<file path="src/rtl/hb_sup_pkg.sv">
package hb_sup_pkg;

    typedef enum logic [1:0] {
        ST_IDLE  = 2'd0,
        ST_GRACE = 2'd1,
        ST_WATCH = 2'd2,
        ST_RESET = 2'd3
    } sup_state_t;

    typedef enum logic [1:0] {
        CAUSE_NONE    = 2'b00,
        CAUSE_TIMEOUT = 2'b01,
        CAUSE_SHORT   = 2'b10
    } cause_t;

endpackage

</file>
<file path="src/rtl/hb_sync.sv">
module hb_sync #(
    parameter int STAGES = 2
) (
    input  logic clk,
    input  logic por_n,
    input  logic d_i,
    output logic edge_o
);
    logic [STAGES-1:0] chain_q;
    logic              last_q;

    always_ff @(posedge clk or negedge por_n) begin
        if (!por_n) begin
            chain_q <= '0;
            last_q  <= 1'b0;
        end else begin
            chain_q <= {chain_q[STAGES-2:0], d_i};
            last_q  <= chain_q[STAGES-1];
        end
    end

    // both heartbeat polarities produce an edge pulse
    assign edge_o = chain_q[STAGES-1] ^ last_q;

endmodule

</file>
<file path="src/rtl/hb_interval_timer.sv">
module hb_interval_timer #(
    parameter int CNT_W = 24
) (
    input  logic             clk,
    input  logic             por_n,
    input  logic             clr_i,
    input  logic             edge_i,
    input  logic [CNT_W-1:0] glitch_lim,
    output logic [CNT_W-1:0] cnt_o,
    output logic             short_o
);
    localparam logic [CNT_W-1:0] CNT_MAX = {CNT_W{1'b1}};

    logic [CNT_W-1:0] cnt_q;
    logic [CNT_W:0]   span;

    always_ff @(posedge clk or negedge por_n) begin
        if (!por_n)              cnt_q <= '0;
        else if (clr_i)          cnt_q <= '0;
        else if (edge_i)         cnt_q <= '0;
        else if (cnt_q != CNT_MAX) cnt_q <= cnt_q + 1'b1;
    end

    always_comb begin
        span    = {1'b0, cnt_q} + {{CNT_W{1'b0}}, 1'b1};
        short_o = edge_i && !clr_i && (span < {1'b0, glitch_lim});
    end

    assign cnt_o = cnt_q;

    a_r2_restart_on_edge: assert property (@(posedge clk) disable iff (!por_n)
        (edge_i && !clr_i) |=> (cnt_o == '0));

    a_r3_counts_up: assert property (@(posedge clk) disable iff (!por_n)
        (!edge_i && !clr_i && cnt_o != CNT_MAX) |=> (cnt_o == $past(cnt_o) + 1'b1));

endmodule

</file>
<file path="src/rtl/hb_sup_fsm.sv">
module hb_sup_fsm
    import hb_sup_pkg::*;
#(
    parameter int CNT_W = 24
) (
    input  logic             clk,
    input  logic             por_n,
    input  logic             en,
    input  logic [CNT_W-1:0] timeout_lim,
    input  logic [CNT_W-1:0] rst_width,
    input  logic [CNT_W-1:0] interval_i,
    input  logic             short_i,
    output logic             clr_o,
    output logic             rst_n_o,
    output logic [1:0]       cause_o
);
    localparam logic [CNT_W-1:0] CNT_MAX = {CNT_W{1'b1}};

    sup_state_t       state_q, state_n;
    cause_t           cause_q, cause_n;
    logic [CNT_W-1:0] phase_q;
    logic [CNT_W-1:0] grace_last, width_last;
    logic             timeout_hit;

    always_comb begin
        grace_last  = (timeout_lim == '0) ? '0 : timeout_lim - 1'b1;
        width_last  = (rst_width   == '0) ? '0 : rst_width   - 1'b1;
        timeout_hit = (interval_i >= timeout_lim);
    end

    // next state and cause selection
    always_comb begin
        state_n = state_q;
        cause_n = cause_q;
        unique case (state_q)
            ST_IDLE:  if (en) state_n = ST_GRACE;
            ST_GRACE: begin
                if (!en)                       state_n = ST_IDLE;
                else if (phase_q >= grace_last) state_n = ST_WATCH;
            end
            ST_WATCH: begin
                if (!en) begin
                    state_n = ST_IDLE;
                end else if (timeout_hit) begin
                    state_n = ST_RESET;
                    cause_n = CAUSE_TIMEOUT;
                end else if (short_i) begin
                    state_n = ST_RESET;
                    cause_n = CAUSE_SHORT;
                end
            end
            ST_RESET: if (phase_q >= width_last) state_n = en ? ST_GRACE : ST_IDLE;
            default:  state_n = ST_IDLE;
        endcase
        if (state_n == ST_IDLE) cause_n = CAUSE_NONE;
    end

    // state register
    always_ff @(posedge clk or negedge por_n) begin
        if (!por_n) begin
            state_q <= ST_IDLE;
            cause_q <= CAUSE_NONE;
            phase_q <= '0;
        end else begin
            state_q <= state_n;
            cause_q <= cause_n;
            if (state_n != state_q)     phase_q <= '0;
            else if (phase_q != CNT_MAX) phase_q <= phase_q + 1'b1;
        end
    end

    // outputs
    always_comb begin
        rst_n_o = (state_q != ST_RESET);
        clr_o   = (state_q == ST_IDLE) || (state_q == ST_RESET);
        cause_o = cause_q;
    end

    // checker: cycles spent low so far
    logic [CNT_W:0] low_run_q;
    logic [CNT_W:0] width_need;
    always_ff @(posedge clk or negedge por_n) begin
        if (!por_n)                 low_run_q <= '0;
        else if (state_q == ST_RESET) low_run_q <= low_run_q + 1'b1;
        else                        low_run_q <= '0;
    end
    assign width_need = (rst_width == '0) ? {{CNT_W{1'b0}}, 1'b1} : {1'b0, rst_width};

    a_r5_min_width: assert property (@(posedge clk) disable iff (!por_n)
        (state_q == ST_RESET && state_n != ST_RESET) |-> (low_run_q + 1'b1 >= width_need));

    a_r3_fall_has_cause: assert property (@(posedge clk) disable iff (!por_n)
        $fell(rst_n_o) |-> (cause_o != 2'b00));

    a_r7_cause_onehot: assert property (@(posedge clk) disable iff (!por_n)
        $onehot0(cause_o));

    a_r6_grace_no_reset: assert property (@(posedge clk) disable iff (!por_n)
        (state_q == ST_GRACE) |=> (state_q != ST_RESET));

    a_r8_idle_quiet: assert property (@(posedge clk) disable iff (!por_n)
        (state_q == ST_IDLE) |-> (rst_n_o && cause_o == 2'b00));

endmodule

</file>
<file path="src/rtl/hb_supervisor.sv">
module hb_supervisor #(
    parameter int CNT_W       = 24,
    parameter int SYNC_STAGES = 2
) (
    input  logic             clk,
    input  logic             por_n,
    input  logic             en,
    input  logic             hb_i,
    input  logic [CNT_W-1:0] timeout_lim,
    input  logic [CNT_W-1:0] glitch_lim,
    input  logic [CNT_W-1:0] rst_width,
    output logic             rst_n_o,
    output logic             fault_o,
    output logic [1:0]       cause_o
);
    logic             hb_edge;
    logic             clr;
    logic             short_pulse;
    logic [CNT_W-1:0] interval;

    hb_sync #(.STAGES(SYNC_STAGES)) u_sync (
        .clk    (clk),
        .por_n  (por_n),
        .d_i    (hb_i),
        .edge_o (hb_edge)
    );

    hb_interval_timer #(.CNT_W(CNT_W)) u_timer (
        .clk        (clk),
        .por_n      (por_n),
        .clr_i      (clr),
        .edge_i     (hb_edge),
        .glitch_lim (glitch_lim),
        .cnt_o      (interval),
        .short_o    (short_pulse)
    );

    hb_sup_fsm #(.CNT_W(CNT_W)) u_fsm (
        .clk         (clk),
        .por_n       (por_n),
        .en          (en),
        .timeout_lim (timeout_lim),
        .rst_width   (rst_width),
        .interval_i  (interval),
        .short_i     (short_pulse),
        .clr_o       (clr),
        .rst_n_o     (rst_n_o),
        .cause_o     (cause_o)
    );

    assign fault_o = (cause_o != 2'b00);

endmodule

</file>
<file path="config.mk">
export PLATFORM = sky130hd
export DESIGN_NAME = hb_supervisor
export DESIGN_NICKNAME = d
export VERILOG_FILES = /design/src/rtl/hb_sup_pkg.sv /design/src/rtl/hb_sync.sv /design/src/rtl/hb_interval_timer.sv /design/src/rtl/hb_sup_fsm.sv /design/src/rtl/hb_supervisor.sv
export SDC_FILE = /design/constraint.sdc
export NUM_CORES = 1
export LEC_CHECK = 0
export ABC_CLOCK_PERIOD_IN_PS = 4500
export BUFFER_PORTS_ARGS = -buffer_cell sky130_fd_sc_hd__clkbuf_2
export CAP_MARGIN = 20
export CORE_ASPECT_RATIO = 1.1
export CORE_MARGIN = 2
export CORE_UTILIZATION = 55
export DETAILED_ROUTE_END_ITERATION = 10
export PLACE_DENSITY = 0.8
export SLEW_MARGIN = 30
export SYNTH_ARGS = -nofsm -noshare
export SYNTH_HDL_FRONTEND = slang
export SYNTH_SLANG_ARGS = --single-unit
</file>
<file path="constraint.sdc">
create_clock -name clk -period 4.5 [get_ports clk]
set_input_delay 0.225 -clock clk [delete_from_list [all_inputs] [get_ports clk]]
set_output_delay 0.225 -clock clk [all_outputs]
set_load 0.05 [all_outputs]
</file>
=== Word level (Yosys, flattened, before mapping) ===
Index checks and enable logic that the tools add are counted.

* Flip-flop bits (word level): 55
* Word-level logic and storage cells: 59
* Output and inout bits: 4
* Input bits: 76

* Eq/ne operators: 7
* Reduce and logical (&&, ||, !) cells: 15
* Order comparisons: 4
* Add/sub/neg operators: 5
* Bitwise gates (word level): 1
* Muxes and demuxes: 21

{| class="wikitable"
|+ Operators by type and width
! operator !! count
|-
| $mux 24 || 7
|-
| $ge 24x24->1 || 3
|-
| $add 24x1->24 const B || 2
|-
| $logic_not 24->1 || 2
|-
| $ne 24x24->1 const B || 2
|-
| $sub 24x1->24 const B || 2
|-
| $add 24x1->25 const B || 1
|-
| $lt 25x24->1 || 1
|-
| $mux 2 || 12
|-
| $pmux 2 s4 || 1
|-
| $reduce_bool 2->1 || 4
|-
| $reduce_bool 3->1 || 2
|-
| $eq 2x2->1 const B || 2
|-
| $logic_not 2->1 || 2
|-
| $reduce_and 3->1 || 1
|-
| $eq 2x1->1 const B || 1
|-
| $logic_and 1x1->1 || 2
|-
| $ne 2x2->1 || 1
|-
| $ne 2x2->1 const B || 1
|-
| $logic_not 1->1 || 1
|-
| $logic_or 1x1->1 || 1
|-
| $mux 1 || 1
|-
| $xor 1x1->1 || 1
|}

=== Longest topological paths before layout ===
* Depth in word-level cells: 12
* Depth in mapped cells: 18

=== By module ===
From an unflattened synthesis, not the netlist that was laid out.

* Cells, all modules: 793
* Area, all modules: 6,515.0 um^2

{| class="wikitable"
|+ By module, submodules not included
! module !! area an instance (um^2) !! cells an instance !! times used
|-
| hb_sup_fsm || 4,354.2 || 539 || 1
|-
| hb_interval_timer || 2,070.7 || 249 || 1
|-
| hb_sync || 83.8 || 4 || 1
|-
| hb_supervisor || 6.3 || 1 || 1
|}

=== Worst setup path after synthesis ===
Ideal clock, no wire load.

* Kind: input to register
* Start: input port rst_width[6]
* End: register u_fsm.phase_q[2]
* Library setup time: 121 ps
* Stages: 16
* Required time: 4,379 ps
* Slack: 401 ps
* Arrival time: 3,978 ps
* Path through: or4_1 nor3_1 nand3_1 or2_2 nor4_1 xor2_1 nand2_1 ha_1 nand4_1 nor3_1 o211ai_1 a32o_1 or4_1 o2111ai_2 buf_6 nor2_2

* Cells in the longest elaborated chain, start to end: 7

{| class="wikitable"
|+ Ends and longest elaborated chain
! item !! line !! RTL
|-
| from (decl) || hb_supervisor.sv:11 || <nowiki>input logic [CNT_W-1:0] rst_width,</nowiki>
|-
| $sub 24x1->24 or $logic_not 24->1 (tied branches) || hb_sup_fsm.sv:27 || <nowiki>width_last = (rst_width == '0) ? '0 : rst_width - 1'b1;</nowiki>
|-
| $mux 24 * || hb_sup_fsm.sv:27 ||
|-
| $ge 24x24->1 * || hb_sup_fsm.sv:52 || <nowiki>ST_RESET: if (phase_q >= width_last) state_n = en ? ST_GRACE : ST_IDLE;</nowiki>
|-
| $mux 2 * || hb_sup_fsm.sv:52 ||
|-
| $pmux 2 s4 * || hb_sup_fsm.sv:35 || <nowiki>unique case (state_q)</nowiki>
|-
| $ne 2x2->1 * || hb_sup_fsm.sv:67 || <nowiki>if (state_n != state_q) phase_q <= '0;</nowiki>
|-
| $mux 24 or $reduce_bool 2->1 (tied branches) || n/a ||
|-
| to (signal assigned) || hb_sup_fsm.sv:68 || <nowiki>else if (phase_q != CNT_MAX) phase_q <= phase_q + 1'b1;</nowiki>
|-
| to (decl) || hb_sup_fsm.sv:21 || <nowiki>logic [CNT_W-1:0] phase_q;</nowiki>
|}

Mark *: on every way between the ends. The rest lies on a longest branch, timed or not.
A chain may end at the register's enable or synchronous reset.

=== Final worst setup path ===
* Start: register u_timer.cnt_q[2], in the netlist u_timer.cnt_o[2]
* End: register u_fsm.phase_q[11]

* Cells in the longest elaborated chain, start to end: 9

{| class="wikitable"
|+ Ends and longest elaborated chain
! item !! line !! RTL
|-
| from (decl) || hb_interval_timer.sv:14 || <nowiki>logic [CNT_W-1:0] cnt_q;</nowiki>
|-
| from (signal assigned) || hb_interval_timer.sv:21 || <nowiki>else if (cnt_q != CNT_MAX) cnt_q <= cnt_q + 1'b1;</nowiki>
|-
| $add 24x1->25 || hb_interval_timer.sv:25 || <nowiki>span = {1'b0, cnt_q} + {{CNT_W{1'b0}}, 1'b1};</nowiki>
|-
| $lt 25x24->1 || hb_interval_timer.sv:26 || <nowiki>short_o = edge_i && !clr_i && (span < {1'b0, glitch_lim});</nowiki>
|-
| $logic_and 1x1->1 || hb_interval_timer.sv:26 ||
|-
| $mux 2 || hb_sup_fsm.sv:47 || <nowiki>end else if (short_i) begin</nowiki>
|-
| $mux 2 * || hb_sup_fsm.sv:44 || <nowiki>end else if (timeout_hit) begin</nowiki>
|-
| $mux 2 * || hb_sup_fsm.sv:42 || <nowiki>if (!en) begin</nowiki>
|-
| $pmux 2 s4 * || hb_sup_fsm.sv:35 ||
|-
| $ne 2x2->1 * || hb_sup_fsm.sv:67 ||
|-
| $mux 24 or $reduce_bool 2->1 (tied branches) || n/a ||
|}

Marked as above.

==> flow_metrics.env <==
export IMPL_hold_start="hb_i"
export IMPL_overflow=0
export IMPL_grt_max_degree=56
export IMPL_antenna_violations_before_repair=0
export IMPL_static_leakage_power_nw=3.738
export IMPL_cts_post_setup_buffers_inserted=0
export IMPL_synth_xor_area_share_pct=11.82
export IMPL_max_slew_margin_rel_pct=47.56
export IMPL_layout_drive_gt1_share_pct=16.28
export IMPL_die_h_um=114.9
export IMPL_timing_fmax_mhz=240.7
export IMPL_fp_dieArea_um2=12040
export IMPL_timing_worst_slew_pin_value_ns=0.7847
export IMPL_cts_tree="built"
export IMPL_total_power_mw=1.475
export IMPL_hold_path_class="input pin to flip-flop"
export IMPL_synthesis_instances=761
export IMPL_max_vdd_ir_drop_uv=140.2
export IMPL_synth_async_sr_flop_share_pct=100.0
export IMPL_count_of_flip_flops_with_a_built_in_enable_after_synthesis=0
export IMPL_place_port_buffers=79
export IMPL_synthDominantAreaCellType="dfrtp_1"
export IMPL_boundaryPins=80
export IMPL_worst_r2r_path_depth=17
export IMPL_postRouteWirelength_mm=13.25
export IMPL_initialDrtViolationCount=196
export IMPL_yosys_register_bits=55
export IMPL_finish_cell_count_without_fillers=1001
export IMPL_cell_types_with_the_largest_area_share_after_synthesis="dfrtp_1, ha_1, xnor2_1, nand2_1, inv_1"
export IMPL_core_region_area_um2=10910
export IMPL_number_of_maximum_capacitance_violations=0
export IMPL_grt_first_pass_wirelength_mm=23.42
export IMPL_cts_root_buffer="clkbuf_16"
export IMPL_worstPathRequired_ns=4.72
export IMPL_detail_route_antenna_nets=0
export IMPL_dr_total_vias=5460
export IMPL_layout_setup_ws_ns=0.3457
export IMPL_hpwl_mm=11.10
export IMPL_synthesis_area_um2=6148
export IMPL_timing_critical_path_from_type="flip-flop"
export IMPL_dp_slack_ns=0.08951
export IMPL_floorplan_die_width_um=104.8
export IMPL_final_worst_path_period_need_ns=4.154
export IMPL_yosys_most_used_dff="dfrtp_1"
export IMPL_synth_seq_area_share_pct=22.39
export IMPL_cellPowerDensity_nw_per_um2=211.7
export IMPL_finalClockSkew_ns=0.007365
export IMPL_drtPass1Iterations=5
export IMPL_hold_path_endpoint="u_sync.chain_q[0]"
export IMPL_grt_pass1_vias=5266
export IMPL_endpoint_kind="flip-flop"
export IMPL_nNetsFinal=1034
export IMPL_worstSkewPairLatency_ns=0.30
export IMPL_avgRoutedWirePerCell_um=13.24
export IMPL_ctsHtreeMaxLevel=2
export IMPL_crit_reg2reg_capture="u_fsm.phase_q[11]"
export IMPL_synth_compound_gate_area_share_pct=13.61
export IMPL_worst_hold_path_num_cells=1
export IMPL_grt_util_all_layers_pct=23.49
export IMPL_synth_simple_gate_area_share_pct=24.20
export IMPL_setup_viol=0
export IMPL_ys_warnings_count=0
export IMPL_clock_sinks=55
export IMPL_hold_violations=0
export IMPL_final_min_period_over_clock_period_pct=92.32
export IMPL_clk_pin_slew_worst_paths_ns=0.07
export IMPL_area_delta_synth_final_pct=13.33
export IMPL_worst_endpoint_arrival_ns=4.38
export IMPL_drc_errors=0
export IMPL_postCtsHoldBufs=0
export IMPL_cts_inserted_buffers=5
export IMPL_synth_net_count=942
export IMPL_outcome="finished clean"
export IMPL_timing_reg2reg_setup_slack_ns=0.35
export IMPL_n_antenna_cell=0
export IMPL_finalHoldWorstSlack_ns=0.03161
export IMPL_yosysUniqueCellTypes=60
export IMPL_worst_path_max_fanout=10
export IMPL_synthAdderAreaFrac_pct=21.37
export IMPL_final_max_slew_viol_count=0
export IMPL_setup_total_negative_slack_ns=0
export IMPL_rsz0062_at_grt="no"
export IMPL_main_combinational_cell_family_by_area_after_synthesis="simple AND/OR/NAND/NOR gates"
export IMPL_initial_utilization_pct=56.35
export IMPL_route_detailed_vias_per_inst=5.455
export IMPL_synthesis_area_per_instance_um2=8.079
export IMPL_clk_path_buf_depth=2
export IMPL_synth_top_cell_area_share_pct=22.39
export IMPL_globalplace_congestion=0.9082
export IMPL_placed_cells=993
export IMPL_crit_type="flip-flop to flip-flop"
export IMPL_floorplan_rows=40
export IMPL_mux_contribution_to_synthesized_area_pct=0.3256
export IMPL_worst_r2r_startpoint="u_timer.cnt_o[2]"
metrics by stage:
step / instance area [um^2] / util, %
final: 6968 / 63.86
after detailed placement: 6795 / 62.28
after global placement: 6795 / 62.28
after CTS: 6952 / 63.72
after floorplan: 6148 / -
after global routing: 6968 / 63.86
worst max path at each step:
stage,startpoint,endpoint,slack [ns],cells past startpoint
2_1_floorplan,rst_width[6],u_fsm.phase_q[2],0.40,16
3_3_place_gp,rst_width[6],u_fsm.phase_q[11],0.16,18
3_5_place_dp,rst_width[6],u_fsm.phase_q[11],0.09,18
4_1_cts,u_timer.cnt_o[2],u_fsm.phase_q[11],0.25,17
5_1_grt,rst_width[6],u_fsm.phase_q[11],0.02,17
6_report,u_timer.cnt_o[2],u_fsm.phase_q[11],0.35,17
cell type report:
type	count	area [um^2]
Tap cell	147	183.9
Clock buffer	8	156.4
Timing Repair Buffer	95	515.5
Sequential cell	55	1376
Inverter	89	334.1
Fill cell	1022	3943
Multi-Input combinational cell	607	4402
state kept, by name, indices dropped and copies added (netlist names):
name	flops
u_timer.cnt_o	24
u_fsm.state_q	2
u_sync.last_q	1
u_fsm.phase_q	24
u_fsm.cause_o	2
u_sync.chain_q	2
synthesized netlist by cell type (2+ instances only):
cell,n
a31oi_1,4
nand3_1,31
nor3b_1,2
and4_1,4
a211oi_1,7
a21o_1,5
xnor2_1,50
o211ai_1,8
dfrtp_1,55
nor2_2,20
o31ai_1,2
o41a_1,2
nor2b_1,2
a221o_1,4
or2_2,5
o21a_1,3
a21oi_1,53
ha_1,105
mux2i_1,2
nand2b_1,4
a41o_1,2
a41oi_1,2
inv_1,89
clkbuf_1,8
o2111ai_1,3
buf_6,2
xor2_1,33
nand2_1,91
o21ai_0,19
and2_1,2
and3_1,14
nor2_1,43
or4_1,6
nor3_1,27
nor4_1,10
nand4_1,18
where the power goes:
part | total [mW] | leakage [nW] | switching [mW] | internal [mW]
clock | 0.406 | 0.0772 | 0.168 | 0.237
combinational | 0.517 | 2.91 | 0.308 | 0.210
sequential | 0.553 | 0.755 | 0.0321 | 0.520
layout by cell type (no fill, tap or decap), drive strengths merged, types with 3 or more instances in the layout:
cell | Yosys | layout
ha | 105 | 105
nand2 | 91 | 91
inv | 89 | 89
clkbuf | 8 | 87
nor2 | 63 | 63
dfrtp | 55 | 55
a21oi | 54 | 54
xnor2 | 50 | 50
xor2 | 33 | 33
nand3 | 31 | 31
nor3 | 27 | 27
nand4 | 20 | 20
o21ai | 19 | 19
buf | 2 | 16
and3 | 15 | 15
nor4 | 12 | 12
o211ai | 8 | 8
a211oi | 7 | 7
or4 | 6 | 6
or2 | 5 | 5
a21o | 5 | 5
nand2b | 4 | 4
a31oi | 4 | 4
and4 | 4 | 4
a221o | 4 | 4
o2111ai | 4 | 4
o21a | 3 | 3
cell families after synthesis:
group,Yosys count
compound gates,127
xor+xnor,83
fa+ha+maj,105
buf+inv,99
flops,55
mux,2
simple gates,290
layer usage:
metal	up-vias	share of wire [%]	GRT usage (%)
met5	-	0	0
met4	0	2.5	8.089
met1	2440	44	28.21
met3	30	3.6	2.834
met2	121	49	43.55
li1	2869	-	-
critical path, stage by stage, from the launching register on:
cell and delay [ns]:
dfrtp_1 0.48, nand4_2 0.21, nor2_1 0.21, and2_1 0.25, nand4_1 0.16, inv_1 0.12
and3_1 0.17, xnor2_1 0.14, inv_1 0.07, ha_1 0.30, nand3_1 0.14, nor4_1 0.35
o21ai_0 0.22, and3_4 0.26, o31ai_1 0.41, o2111ai_2 0.24, buf_4 0.25, nor2_1 0.12
repair_timing:
item                                    CTS  global route
endpoints found under the setup margin    0            10
endpoints found under the hold margin     0             0
gates resized for setup                   0             3
Note: power is estimated with default switching activity, not from simulation.
